==> src/rtl/cordic_pkg.sv <==
package cordic_pkg;

    typedef enum logic [1:0] {
        SYS_CIRC = 2'd0,
        SYS_LIN  = 2'd1,
        SYS_HYP  = 2'd2,
        SYS_ALT  = 2'd3
    } sys_e;

    typedef enum logic {
        MD_ROT = 1'b0,
        MD_VEC = 1'b1
    } mode_e;

    typedef struct packed {
        logic run;
        logic hyp;
        logic rep;
    } seq_flags_t;

    // Elementary step constant scaled by 2^frac, computed at elaboration.
    function automatic int step_const(sys_e s, int i, int frac);
        real t;
        real v;
        t = 2.0 ** (-i);
        case (s)
            SYS_LIN: v = t;
            SYS_HYP: v = (i == 0) ? 0.0 : 0.5 * $ln((1.0 + t) / (1.0 - t));
            default: v = $atan(t);
        endcase
        return $rtoi(v * (2.0 ** frac) + 0.5);
    endfunction

endpackage

==> src/rtl/cordic_rom.sv <==
module cordic_rom
    import cordic_pkg::*;
#(
    parameter int W    = 18,
    parameter int FRAC = 14,
    parameter int N    = 16,
    localparam int IW  = $clog2(N)
) (
    input  sys_e                 sys_i,
    input  logic [IW-1:0]        idx_i,
    output logic signed [W-1:0]  w_o
);

    logic signed [W-1:0] tab_circ [N];
    logic signed [W-1:0] tab_lin  [N];
    logic signed [W-1:0] tab_hyp  [N];

    for (genvar g = 0; g < N; g++) begin : g_tab
        localparam int CC = step_const(SYS_CIRC, g, FRAC);
        localparam int CL = step_const(SYS_LIN,  g, FRAC);
        localparam int CH = step_const(SYS_HYP,  g, FRAC);
        assign tab_circ[g] = W'(CC);
        assign tab_lin[g]  = W'(CL);
        assign tab_hyp[g]  = W'(CH);
    end

    always_comb begin
        case (sys_i)
            SYS_LIN: w_o = tab_lin[idx_i];
            SYS_HYP: w_o = tab_hyp[idx_i];
            default: w_o = tab_circ[idx_i];
        endcase
    end

endmodule

==> src/rtl/cordic_step.sv <==
module cordic_step
    import cordic_pkg::*;
#(
    parameter int W   = 18,
    parameter int N   = 16,
    localparam int IW = $clog2(N)
) (
    input  sys_e                 sys_i,
    input  mode_e                mode_i,
    input  logic [IW-1:0]        sh_i,
    input  logic signed [W-1:0]  w_i,
    input  logic signed [W-1:0]  x_i,
    input  logic signed [W-1:0]  y_i,
    input  logic signed [W-1:0]  z_i,
    output logic signed [W-1:0]  x_o,
    output logic signed [W-1:0]  y_o,
    output logic signed [W-1:0]  z_o
);

    logic                neg;   // direction d = -1
    logic signed [W-1:0] xs;
    logic signed [W-1:0] ys;

    always_comb begin
        neg = (mode_i == MD_ROT) ? z_i[W-1] : ~y_i[W-1];
        xs  = x_i >>> sh_i;
        ys  = y_i >>> sh_i;
        y_o = neg ? (y_i - xs) : (y_i + xs);
        z_o = neg ? (z_i + w_i) : (z_i - w_i);
        case (sys_i)
            SYS_LIN: x_o = x_i;
            SYS_HYP: x_o = neg ? (x_i - ys) : (x_i + ys);
            default: x_o = neg ? (x_i + ys) : (x_i - ys);
        endcase
    end

endmodule

==> src/rtl/cordic_seq.sv <==
module cordic_seq
    import cordic_pkg::*;
#(
    parameter int N   = 16,
    localparam int IW = $clog2(N)
) (
    input  logic          clk,
    input  logic          rst,
    input  logic          accept_i,
    input  logic          hyp_i,
    output logic          busy_o,
    output logic          done_o,
    output logic [IW-1:0] sh_o
);

    localparam logic [IW-1:0] LAST = IW'(N - 1);

    seq_flags_t    fl;
    logic [IW-1:0] sh;
    logic          need_rep;
    logic          last;

    always_comb begin
        need_rep = fl.hyp && !fl.rep &&
                   ((int'(sh) == 4) || (int'(sh) == 13));
        last     = (sh == LAST) && !need_rep;
    end

    always_ff @(posedge clk) begin
        if (rst) begin
            fl     <= '0;
            sh     <= '0;
            done_o <= 1'b0;
        end else begin
            done_o <= 1'b0;
            if (accept_i) begin
                fl.run <= 1'b1;
                fl.hyp <= hyp_i;
                fl.rep <= 1'b0;
                sh     <= hyp_i ? IW'(1) : '0;
            end else if (fl.run) begin
                if (last) begin
                    fl.run <= 1'b0;
                    done_o <= 1'b1;
                end else if (need_rep) begin
                    fl.rep <= 1'b1;
                end else begin
                    fl.rep <= 1'b0;
                    sh     <= sh + IW'(1);
                end
            end
        end
    end

    assign busy_o = fl.run;
    assign sh_o   = sh;

endmodule

==> src/rtl/cordic_engine.sv <==
module cordic_engine
    import cordic_pkg::*;
#(
    parameter int W    = 18,
    parameter int FRAC = 14,
    parameter int N    = 16
) (
    input  logic                clk,
    input  logic                rst,
    input  logic                start_i,
    input  logic                mode_i,
    input  logic [1:0]          sys_i,
    input  logic signed [W-1:0] x_i,
    input  logic signed [W-1:0] y_i,
    input  logic signed [W-1:0] z_i,
    output logic                busy_o,
    output logic                done_o,
    output logic signed [W-1:0] x_o,
    output logic signed [W-1:0] y_o,
    output logic signed [W-1:0] z_o
);

    localparam int IW = $clog2(N);

    logic                accept;
    logic [IW-1:0]       sh;
    logic signed [W-1:0] w;
    logic signed [W-1:0] x_q, y_q, z_q;
    logic signed [W-1:0] x_n, y_n, z_n;
    sys_e                sys_q;
    mode_e               mode_q;

    assign accept = start_i && !busy_o;

    cordic_seq #(.N(N)) u_seq (
        .clk      (clk),
        .rst      (rst),
        .accept_i (accept),
        .hyp_i    (sys_i == SYS_HYP),
        .busy_o   (busy_o),
        .done_o   (done_o),
        .sh_o     (sh)
    );

    cordic_rom #(.W(W), .FRAC(FRAC), .N(N)) u_rom (
        .sys_i (sys_q),
        .idx_i (sh),
        .w_o   (w)
    );

    cordic_step #(.W(W), .N(N)) u_step (
        .sys_i  (sys_q),
        .mode_i (mode_q),
        .sh_i   (sh),
        .w_i    (w),
        .x_i    (x_q),
        .y_i    (y_q),
        .z_i    (z_q),
        .x_o    (x_n),
        .y_o    (y_n),
        .z_o    (z_n)
    );

    always_ff @(posedge clk) begin
        if (rst) begin
            x_q    <= '0;
            y_q    <= '0;
            z_q    <= '0;
            sys_q  <= SYS_CIRC;
            mode_q <= MD_ROT;
        end else if (accept) begin
            x_q    <= x_i;
            y_q    <= y_i;
            z_q    <= z_i;
            sys_q  <= sys_e'(sys_i);
            mode_q <= mode_e'(mode_i);
        end else if (busy_o) begin
            x_q <= x_n;
            y_q <= y_n;
            z_q <= z_n;
        end
    end

    assign x_o = x_q;
    assign y_o = y_q;
    assign z_o = z_q;

endmodule

==> config.mk <==
export PLATFORM = sky130hd
export DESIGN_NAME = cordic_engine
export DESIGN_NICKNAME = d
export VERILOG_FILES = /design/src/rtl/cordic_pkg.sv /design/src/rtl/cordic_rom.sv /design/src/rtl/cordic_step.sv /design/src/rtl/cordic_seq.sv /design/src/rtl/cordic_engine.sv
export SDC_FILE = /design/constraint.sdc
export NUM_CORES = 1
export LEC_CHECK = 0
export ABC_AREA = 1
export BUFFER_PORTS_ARGS = -buffer_cell sky130_fd_sc_hd__buf_2
export CAP_MARGIN = 10
export CELL_PAD_IN_SITES_DETAIL_PLACEMENT = 1
export CELL_PAD_IN_SITES_GLOBAL_PLACEMENT = 1
export CORE_MARGIN = 3
export CORE_UTILIZATION = 33
export DETAILED_ROUTE_END_ITERATION = 10
export GPL_TIMING_DRIVEN = 0
export PLACE_DENSITY_LB_ADDON = 0.15
export RECOVER_POWER = 100
export SYNTH_ARGS = -nofsm -noshare
export SYNTH_HDL_FRONTEND = slang
export SYNTH_SLANG_ARGS = --single-unit
==> constraint.sdc <==
create_clock -name clk -period 4.9 [get_ports clk]
set_clock_uncertainty 0.05 [all_clocks]
set_input_delay 0.49 -clock clk [delete_from_list [all_inputs] [get_ports clk]]
set_output_delay 0.49 -clock clk [all_outputs]
set_load 0.02 [all_outputs]
Word-level counts from Yosys, hierarchy flattened
Memory sizes are Yosys's and may differ from the RTL's.
Cells that the tools add are included.
Operators by class
  add/sub/neg operators: 7
  magnitude comparators: 1
  equality and inequality tests: 9
  shift operators: 2
  multiplexer cells: 29
  bitwise operators: 4
  reduce and logical (&&, ||, !) cells: 14
Operators with widths (number)
  2-to-1 mux 18 bit: 16
  one-hot mux 18 bit (2 select lines): 2
  adder 18 bit: 3
  subtractor 18 bit: 3
  >>> shifter 18 x 4 -> 18 bit: 2
  2-to-1 mux 4 bit: 4
  == test 4 bit, second input constant: 2
  2-to-1 mux 1 bit: 7
  inequality test 2 bit, second input constant: 3
  greater-or-equal comparator 5 bit, second input constant: 1
  NOT 4 -> 5 bit: 1
  adder 4 x 1 -> 4 bit, second input constant: 1
  == test 2 bit, second input constant: 2
  == test 4 x 3 -> 1 bit, second input constant: 1
  logical AND 1 bit: 4
  AND reduction 2 bit: 2
  logical NOT 1 bit: 3
  NOT 1 bit: 3
  AND reduction 3 bit: 1
  OR reduction 3 bit: 1
  == test 2 x 1 -> 1 bit, second input constant: 1
  nonzero test 2 bit: 1
  OR reduction 2 bit: 1
  logical OR 1 bit: 1
Storage, ports and cells
  bits in registers: 65
  bits in read-only memories: 864
  bits of input ports: 60
  word-level logic and storage cells: 79
  memories kept: 3
Memories
  (no name shown): depth 16, bits a word 18, read ports 1, clocked after memory_dff 0, wr ports 0, line cordic_rom.sv:29  | SYS_LIN: w_o = tab_lin[idx_i];
  (no name shown): depth 16, bits a word 18, read ports 1, clocked after memory_dff 0, wr ports 0, line cordic_rom.sv:30  | SYS_HYP: w_o = tab_hyp[idx_i];
  (no name shown): depth 16, bits a word 18, read ports 1, clocked after memory_dff 0, wr ports 0, line cordic_rom.sv:31  | default: w_o = tab_circ[idx_i];

Longest topological paths before layout
Gate-level depths: netlist of run 1.
  depth in word-level cells: 9
  gate-level depth with buffers: 30

Modules after synthesis
Synthesis of run 1 repeated with hierarchy kept, for this count alone.
Unflattened totals
  cells, all modules: 1701
  area total of the unflattened synthesis: 10212.3 µm²
Modules (own cells, without submodules)
  cordic_step: instances 1, cells an instance 1101, area an instance 5993.2 µm², sequential area each 0.0 µm²
  cordic_engine: instances 1, cells an instance 425, area an instance 3110.5 µm², sequential area each 1141.1 µm²
  cordic_rom: instances 1, cells an instance 113, area an instance 661.9 µm², sequential area each 0.0 µm²
  cordic_seq: instances 1, cells an instance 62, area an instance 446.7 µm², sequential area each 160.2 µm²

Worst setup path after synthesis of run 1
Ideal clock, no wire load.
  path type: reg-to-reg
  start point: reg u_seq.sh[1] (netlist: u_seq.sh_o[1])
  end point: reg z_q[15] (netlist: z_o[15])
  arrival time: 4.118 ns
  required time: 4.734 ns
  setup slack: 0.616 ns
  stages on the path, launching flop included: 29
  buffers on the path: 2
  clock period less this slack: 4.284 ns
  path through: dfxtp_1 > inv_1 > buf_2 > buf_1 > ha_1 > nand2_1 > nor2_1 > inv_1 > nand3_1 > nand2_1 > nand2_1 > inv_1 > ha_1 > nand2_1 > nor2_1 > and3b_1 > or2_1 > xor2_1 > inv_1 > ha_1 > nand2_1 > nor2_1 > o21ai_0 > o211ai_1 > nor2_1 > o21bai_1 > a21boi_0 > or2_2 > a31o_2
Between the ends
  longest elaborated chain between the ends: 9
  elaborated cells on any way between the ends: 16
  those cells by class: add/sub: 2; mux: 10; bitwise: 1; memory: 3
RTL lines
  start, declared: line cordic_seq.sv:19  | logic [IW-1:0] sh;
  start signal, assigned: line cordic_seq.sv:40  | sh <= hyp_i ? IW'(1) : '0;
  start signal, assigned: line cordic_seq.sv:49  | sh <= sh + IW'(1);
  NOT 4 -> 5 bit (not written as such) *: line cordic_rom.sv:29, cordic_rom.sv:30, cordic_rom.sv:31
  memory read (16 x 18 bit) (on tied branches)
  2-to-1 mux 18 bit (on tied branches) (2 in series): line cordic_rom.sv:31, cordic_rom.sv:29, cordic_rom.sv:30
  one-hot mux 18 bit (2 select lines) *: line cordic_rom.sv:28  | case (sys_i)
  subtractor 18 bit or adder 18 bit (tied branches): line cordic_step.sv:29  | z_o = neg ? (z_i + w_i) : (z_i - w_i);
  2-to-1 mux 18 bit *: line cordic_step.sv:29
  2-to-1 mux 18 bit *: line cordic_engine.sv:77  | end else if (busy_o) begin
  2-to-1 mux 18 bit *: line cordic_engine.sv:71  | end else if (accept) begin
  end signal, assigned: line cordic_engine.sv:74  | z_q <= z_i;
  end signal, assigned: line cordic_engine.sv:80  | z_q <= z_n;
  end, declared: line cordic_engine.sv:28  | logic signed [W-1:0] x_q, y_q, z_q;
Every way passes the cells marked *; elsewhere a longest branch is shown, timed or not. The select of a mux whose other input is x is not followed.
A chain may end at the register's enable or synchronous reset.

Worst setup path after layout of run 1
  start point: reg u_seq.sh[2] (netlist: u_seq.sh_o[2])
  end point: reg z_q[15] (netlist: z_o[15])
The elaborated chain is that of the path after synthesis.

==> reports/metrics.csv, run 1 <==
metric;value;unit
yosysUniqueCellTypes;57;
grt_pass1_wl;58900;um
synth_top_family_by_area;simple AND/OR/NAND/NOR gates;
cp_data_arrival_time;4.80;ns
layout.nets;1745;
critical_path_class;register to register;
ant_nets;0;
p_per_area;495;nW/um2
reg2regPathDepth;28;
die_area;28400;um2
cp.depth;28;
ios;116;
relSlewSlack;26.0;%
setup_viol;0;
synth_area_leaders;nand2_1 (17%), dfxtp_1 (15%), ha_1 (12%);
finalHoldViolations;0;
drive_above_1_share;9.85;%
synthArstFlopShare;0;%
post-route-period-util;93.8;%
synth.most_common_cell;nand2_1;
syn_inst;1472;
synth-simple-area-share;32.4;%
avgSynthCellArea;5.93;um2
die_y;169;um
cp.required;5.10;ns
syn_nets;1618;
slowest_delay;0.32;ns
path_max_fanout;10;
synth-xor-area-share;4.72;%
grt_pass1_vias;10451;
ys_warn_count;0;
synth.largest_area_cell;nand2_1;
status;complete, no violations;
seq_power_share;16.1;%
synthMuxAreaShare;0.115;%
cts_made_buffers;9;
cts.clk_slew.worst_paths;0.07;ns
cts_buffer_depth;2;
clock_power_share;13.2;%
cts_sinks;65;
synth_edf_count;0;
ys_seq_area_share;14.9;%
root_buffer;clkbuf_16;
fp.coreArea;25600;um2
drcViolationCount;0;
cts-htree-levels;3;
startpoint_type;register;
syn_to_final_growth;14.8;%
die_w;169;um
hpwl;31000;um
routedWlPerCell;19.5;um
multi_input_area;6510;um2
ir_drop;183;uV
hold_depth;3;
cap_violations;0;
postLayoutCellArea;10000;um2
synthAdderAreaFrac;12.7;%
min_period;4.60;ns
hp-class;input port to register;
total_leakage_power;4.99;nW
ys_ff_latch;65;
crit_path_top_delay_cell;ha_4;
comb_power_share;70.7;%
internal_power;2.16;mW
numPortBuffers;115;
cp_common_cell;inv_1;
drt_pre_antenna_iters;5;
worst_slew_pin_slew;1.11;ns
cts_tree;built;
antennaDiodeCount;0;
rows;58;
antenna_found_initial;0;
swShare;56.6;%
fmax;0.218;GHz
vias;10494;
drt-total-wl;37800;um
ys.flop_type;dfxtp_1;
post-place-cells;1917;
fillers;3552;
cp-end-kind;register;
vias_per_cell;5.43;
gp_congestion;0.927;
placed_area;9710;um2
synth_compound_area_share;24.2;%
fin_cells;1934;
grt_max_degree;22;
critPathBufInv;8;
grt_use_total;26.3;%
regArea;1300;um2
synth_area;8720;um2
synth_top_area_share;16.7;%
yosys-top-cells-count;nand2_1 (389), inv_1 (167), a21oi_1 (133);
path_delay_family;simple AND/OR/NAND/NOR gates;
clk_latency;0.36;ns
p_switching;2.81;mW
start_util;34.1;%
grt_overflow;0;
drv_slew;0;
drt_iter0_drc;605;
[path summary, 6_finish.rpt]
| check | start | end | slack, ns |
|---|---|---|---|
| max | u_seq.sh_o[2] | z_o[15] | 0.30 |
| min | y_i[11] | y_o[11] | 0.32 |
| max reg2reg | u_seq.sh_o[2] | z_o[15] | 0.30 |
| min reg2reg | u_seq.fl[0] | u_seq.fl[0] | 0.43 |
[through the flow]
| stage | power, mW | hold slack, ns | setup WS (ns) | utilization, % | TNS (ns) |
|---|---|---|---|---|---|
| after detailed placement | 4.25 | 0.418 | -0.627 | 37.9 | -3.29 |
| after floorplan | 3.23 | 0.379 | 0.616 | - | 0 |
| final | 4.96 | 0.324 | 0.303 | 39.1 | 0 |
| after global routing | 5.46 | 0.337 | -0.00558 | 39.1 | -0.00558 |
| after CTS | 4.93 | 0.317 | 0.00174 | 39.1 | 0 |
| after global placement | 4.18 | 0.391 | -0.587 | 37.9 | -2.57 |
[state kept, by name (all words and copies together) (netlist names)]
signal and count:
x_o 18, y_o 18, z_o 18, u_seq.sh_o 4
sys_q 2, u_seq.fl 2, mode_q 1, u_seq.busy_o 1
u_seq.done_o 1
[routing by layer]
layer | vias up | global-route usage, % | wire length, um
li1 | 5167 | - | -
met5 | - | 0 | 0
met1 | 4983 | 37.3 | 18100
met4 | 0 | 7.19 | 1010
met3 | 51 | 3.01 | 1950
met2 | 293 | 42.4 | 16700
[tightest hold or removal path: cells and delay by family]
family	cells	cell delay, ns
AOI/OAI and AO/OA	1	0.08
buffers and inverters	2	0.12
[cell type report]
class	count	area share, %
buffer	56	3.10
clock buffer	9	2.25
clock inverter	7	0.537
inverter	179	6.76
multi-input combinational	1170	65.0
sequential	65	13.0
tap	330	4.12
timing repair buffer	118	5.27
[what timing repair did]
action / CTS / global route
gates cloned: 0 / 0
gates resized for setup: 8 / 28
setup buffers: 1 / 2
pin swaps: 1 / 5
hold buffers: 0 / 0
endpoints found under the setup margin: 15 / 16
endpoints found under the hold margin: 0 / 0
[power groups by stage]
stage	clock, mW	combinational, mW	sequential (mW)
floorplan	0	2.37	0.863
global placement	0	3.37	0.801
detailed placement	0	3.44	0.805
CTS	0.665	3.47	0.794
global route	0.687	3.95	0.815
finish	0.656	3.51	0.797
[kinds of logic after synthesis]
kind of cell	count (synthesis)
flops	65
buf+inv	237
xor+xnor	47
simple gates	670
fa+ha+maj	86
mux	1
compound gates	366
[layout by cell type (no fill, tap or decap), types with 9 or more instances in the layout]
master,Yosys,final
nand2_1,389,388
inv_1,167,167
a21oi_1,133,133
o21ai_0,130,128
nand3_1,120,120
nor2_1,101,97
clkbuf_1,27,81
ha_1,82,81
buf_2,10,67
dfxtp_1,65,64
xor2_1,33,33
a31oi_1,16,16
xnor2_1,14,14
a22o_1,14,14
nor3_1,15,13
o211ai_1,11,11
buf_4,7,10
nor2_2,6,10
nand2_2,9,10
clkbuf_16,0,9
(Power assumes the default switching activity.)
==> run 2: changes to the inputs <==
--- a/config.mk
+++ b/config.mk
@@ -10,11 +10,13 @@
 export CAP_MARGIN = 10
 export CELL_PAD_IN_SITES_DETAIL_PLACEMENT = 1
 export CELL_PAD_IN_SITES_GLOBAL_PLACEMENT = 1
+export CORE_ASPECT_RATIO = 1.25
 export CORE_MARGIN = 3
 export CORE_UTILIZATION = 33
+export CTS_BUF_LIST = sky130_fd_sc_hd__clkbuf_2 sky130_fd_sc_hd__clkbuf_4 sky130_fd_sc_hd__clkbuf_8
 export DETAILED_ROUTE_END_ITERATION = 10
 export GPL_TIMING_DRIVEN = 0
-export PLACE_DENSITY_LB_ADDON = 0.15
+export PLACE_DENSITY = 0.72
 export RECOVER_POWER = 100
 export SYNTH_ARGS = -nofsm -noshare
 export SYNTH_HDL_FRONTEND = slang
==> run 2 against run 1 <==
  * Combinational power fell by 2%
  * Largest cell class unchanged
  * First-iteration DRC count fell by 27%
  * Largest power group unchanged
  * Sequential share of layout area rose by 0.11 points
  * Critical path type unchanged
  * Register-to-register slack improved by 0.05 ns
  * Wire length fell by 2.3%
==> reports/metrics.csv, run 2 (synthesis results as in run 1) <==
metric;value;unit;change
grt_overflow;0;;unchanged
start_util;34.1;%;about the same
setup_viol;0;;unchanged
rows;65;;+12%
most-common-layout-cells;nand2_1 (389), inv_1 (167), a21oi_1 (133);;
startpoint_type;register;;
fmax;0.220;GHz;+1.2%
path_max_fanout;21;;+11
fin_cells;1939;;+0.26%
vias_per_cell;5.35;;-1.4%
root_buffer;clkbuf_8;;
cts_made_buffers;9;;unchanged
cts.clk_slew.worst_paths;0.11;ns;+0.04 ns
drcViolationCount;0;;unchanged
grt_pass1_vias;10677;;+2.2%
worst_slew_pin_slew;1.10;ns;-0.00540 ns
relSlewSlack;26.4;%;+0.36 points
grt_use_total;26.0;%;-0.35 points
numPortBuffers;115;;unchanged
hp-class;input port to register;;
hpwl;30400;um;-2.0%
drt_iter0_drc;441;;-27%
antenna_found_initial;0;;unchanged
min_period;4.54;ns;-0.0541 ns
gp_congestion;0.937;;+1.1%
grt_max_degree;22;;unchanged
status;complete, no violations;;
postCtsHoldBufs;0;;unchanged
power;4.77;mW;-3.9%
layout.nets;1745;;unchanged
fp.coreArea;25600;um2;about the same
drive_above_1_share;9.35;%;-0.50 points
finalHoldViolations;0;;unchanged
cts-htree-levels;3;;unchanged
ant_nets;0;;unchanged
cp_data_arrival_time;4.80;ns;about the same
die_w;151;um;-10%
rsz0062_at_grt;false;;
cp-end-kind;register;;
crit_path_top_delay_cell;dfxtp_1;;
cts_sinks;65;;unchanged
total_leakage_power;4.96;nW;-0.58%
die_area;28400;um2;about the same
ir_drop;230;uV;+26%
syn_to_final_growth;13.8;%;
critical_path_class;register to register;;
slowest_delay;0.43;ns;+0.11 ns
die_y;188;um;+11%
cap_violations;0;;unchanged
cts_buffer_depth;2;;unchanged
cts_tree;built;;
ios;116;;unchanged
clk_latency;0.41;ns;+0.05 ns
final_common_cell;nand2_1;;
drv_slew;0;;unchanged
routedWlPerCell;19.0;um;-2.5%
post-route-period-util;92.7;%;-1.1 points
grt_pass1_wl;58000;um;-1.6%
vias;10379;;-1.1%
drt-total-wl;36900;um;-2.3%
p_per_area;481;nW/um2;-3.0%
drt_pre_antenna_iters;7;;+2
cp_common_cell;nand2_1;;
post-place-cells;1922;;+0.26%
cp.required;5.16;ns;+0.06 ns
antennaDiodeCount;0;;unchanged
-- run 2: cell types whose count changed in the layout (fill, tap and decap cells not counted), sizes merged --
cell / change
buf: -2
clkbuf: +2
clkinvlp: -2
bufinv: +1
clkinv: +1
-- run 2: final timing paths --
check                startpoint     endpoint  slack [ns]  cells after the start
setup / recovery  u_seq.sh_o[0]      z_o[15]        0.36                     25
setup reg to reg  u_seq.sh_o[0]      z_o[15]        0.36                     25
hold reg to reg     u_seq.fl[0]  u_seq.fl[0]        0.43                      2
hold / removal          y_i[11]      y_o[11]        0.27                      3
-- run 2: critical path: cells and delay by family, from the launching register on --
kind                     cells  cell delay (ns)
AND/OR/NAND/NOR             14             2.00
flip-flops                   1             0.43
AO/OA/AOI/OAI                3             0.50
XOR/XNOR                     1             0.15
buffers and inverters        5             0.60
adder cells (fa/ha/maj)      2             0.71
-- run 2: metal layers --
| metal | global-route usage (%) | part of all wire [%] | vias up |
|---|---|---|---|
| li1 | - | - | 5150 |
| met1 | 31.6 | 43 | 4943 |
| met2 | 45.8 | 50 | 221 |
| met3 | 3.38 | 3.7 | 65 |
| met4 | 9.98 | 3.5 | 0 |
| met5 | 0 | 0 | - |
-- run 2: power breakdown --
| group | switching, mW | leakage [nW] | internal, mW | total (mW) |
|---|---|---|---|---|
| Clock | 0.297 | 0.100 | 0.240 | 0.537 |
| Sequential | 0.162 | 0.537 | 0.631 | 0.793 |
| Combinational | 2.27 | 4.33 | 1.17 | 3.44 |
| Total | 2.72 | 4.96 | 2.05 | 4.77 |
-- run 2: repair_timing --
item | 4_1_cts | 5_1_grt
pin swaps | 1 | 1
setup endpoints to repair | 11 | 15
buffers inserted | 1 | 2
resized for setup | 4 | 24
-- run 2: layout make-up --
cell class,count,area (um2)
clock buffer,9,124
buffer,56,309
clock inverter,7,77.6
fill,3570,15700
tap,335,419
multi-input combinational,1170,6490
sequential,65,1300
timing repair buffer,118,528
inverter,179,677
-- run 2: per-stage QoR --
stage	TNS (ns)	util, %	worst slack, ns	instance area [um2]	hold slack [ns]
after floorplan	0	-	0.616	8720	0.379
after global placement	-1.73	37.9	-0.522	9720	0.395
after detailed placement	-2.26	37.9	-0.535	9720	0.412
after CTS	0	38.8	0.0153	9930	0.263
after global routing	0	38.7	0.0140	9920	0.295
final	0	38.7	0.357	9920	0.275
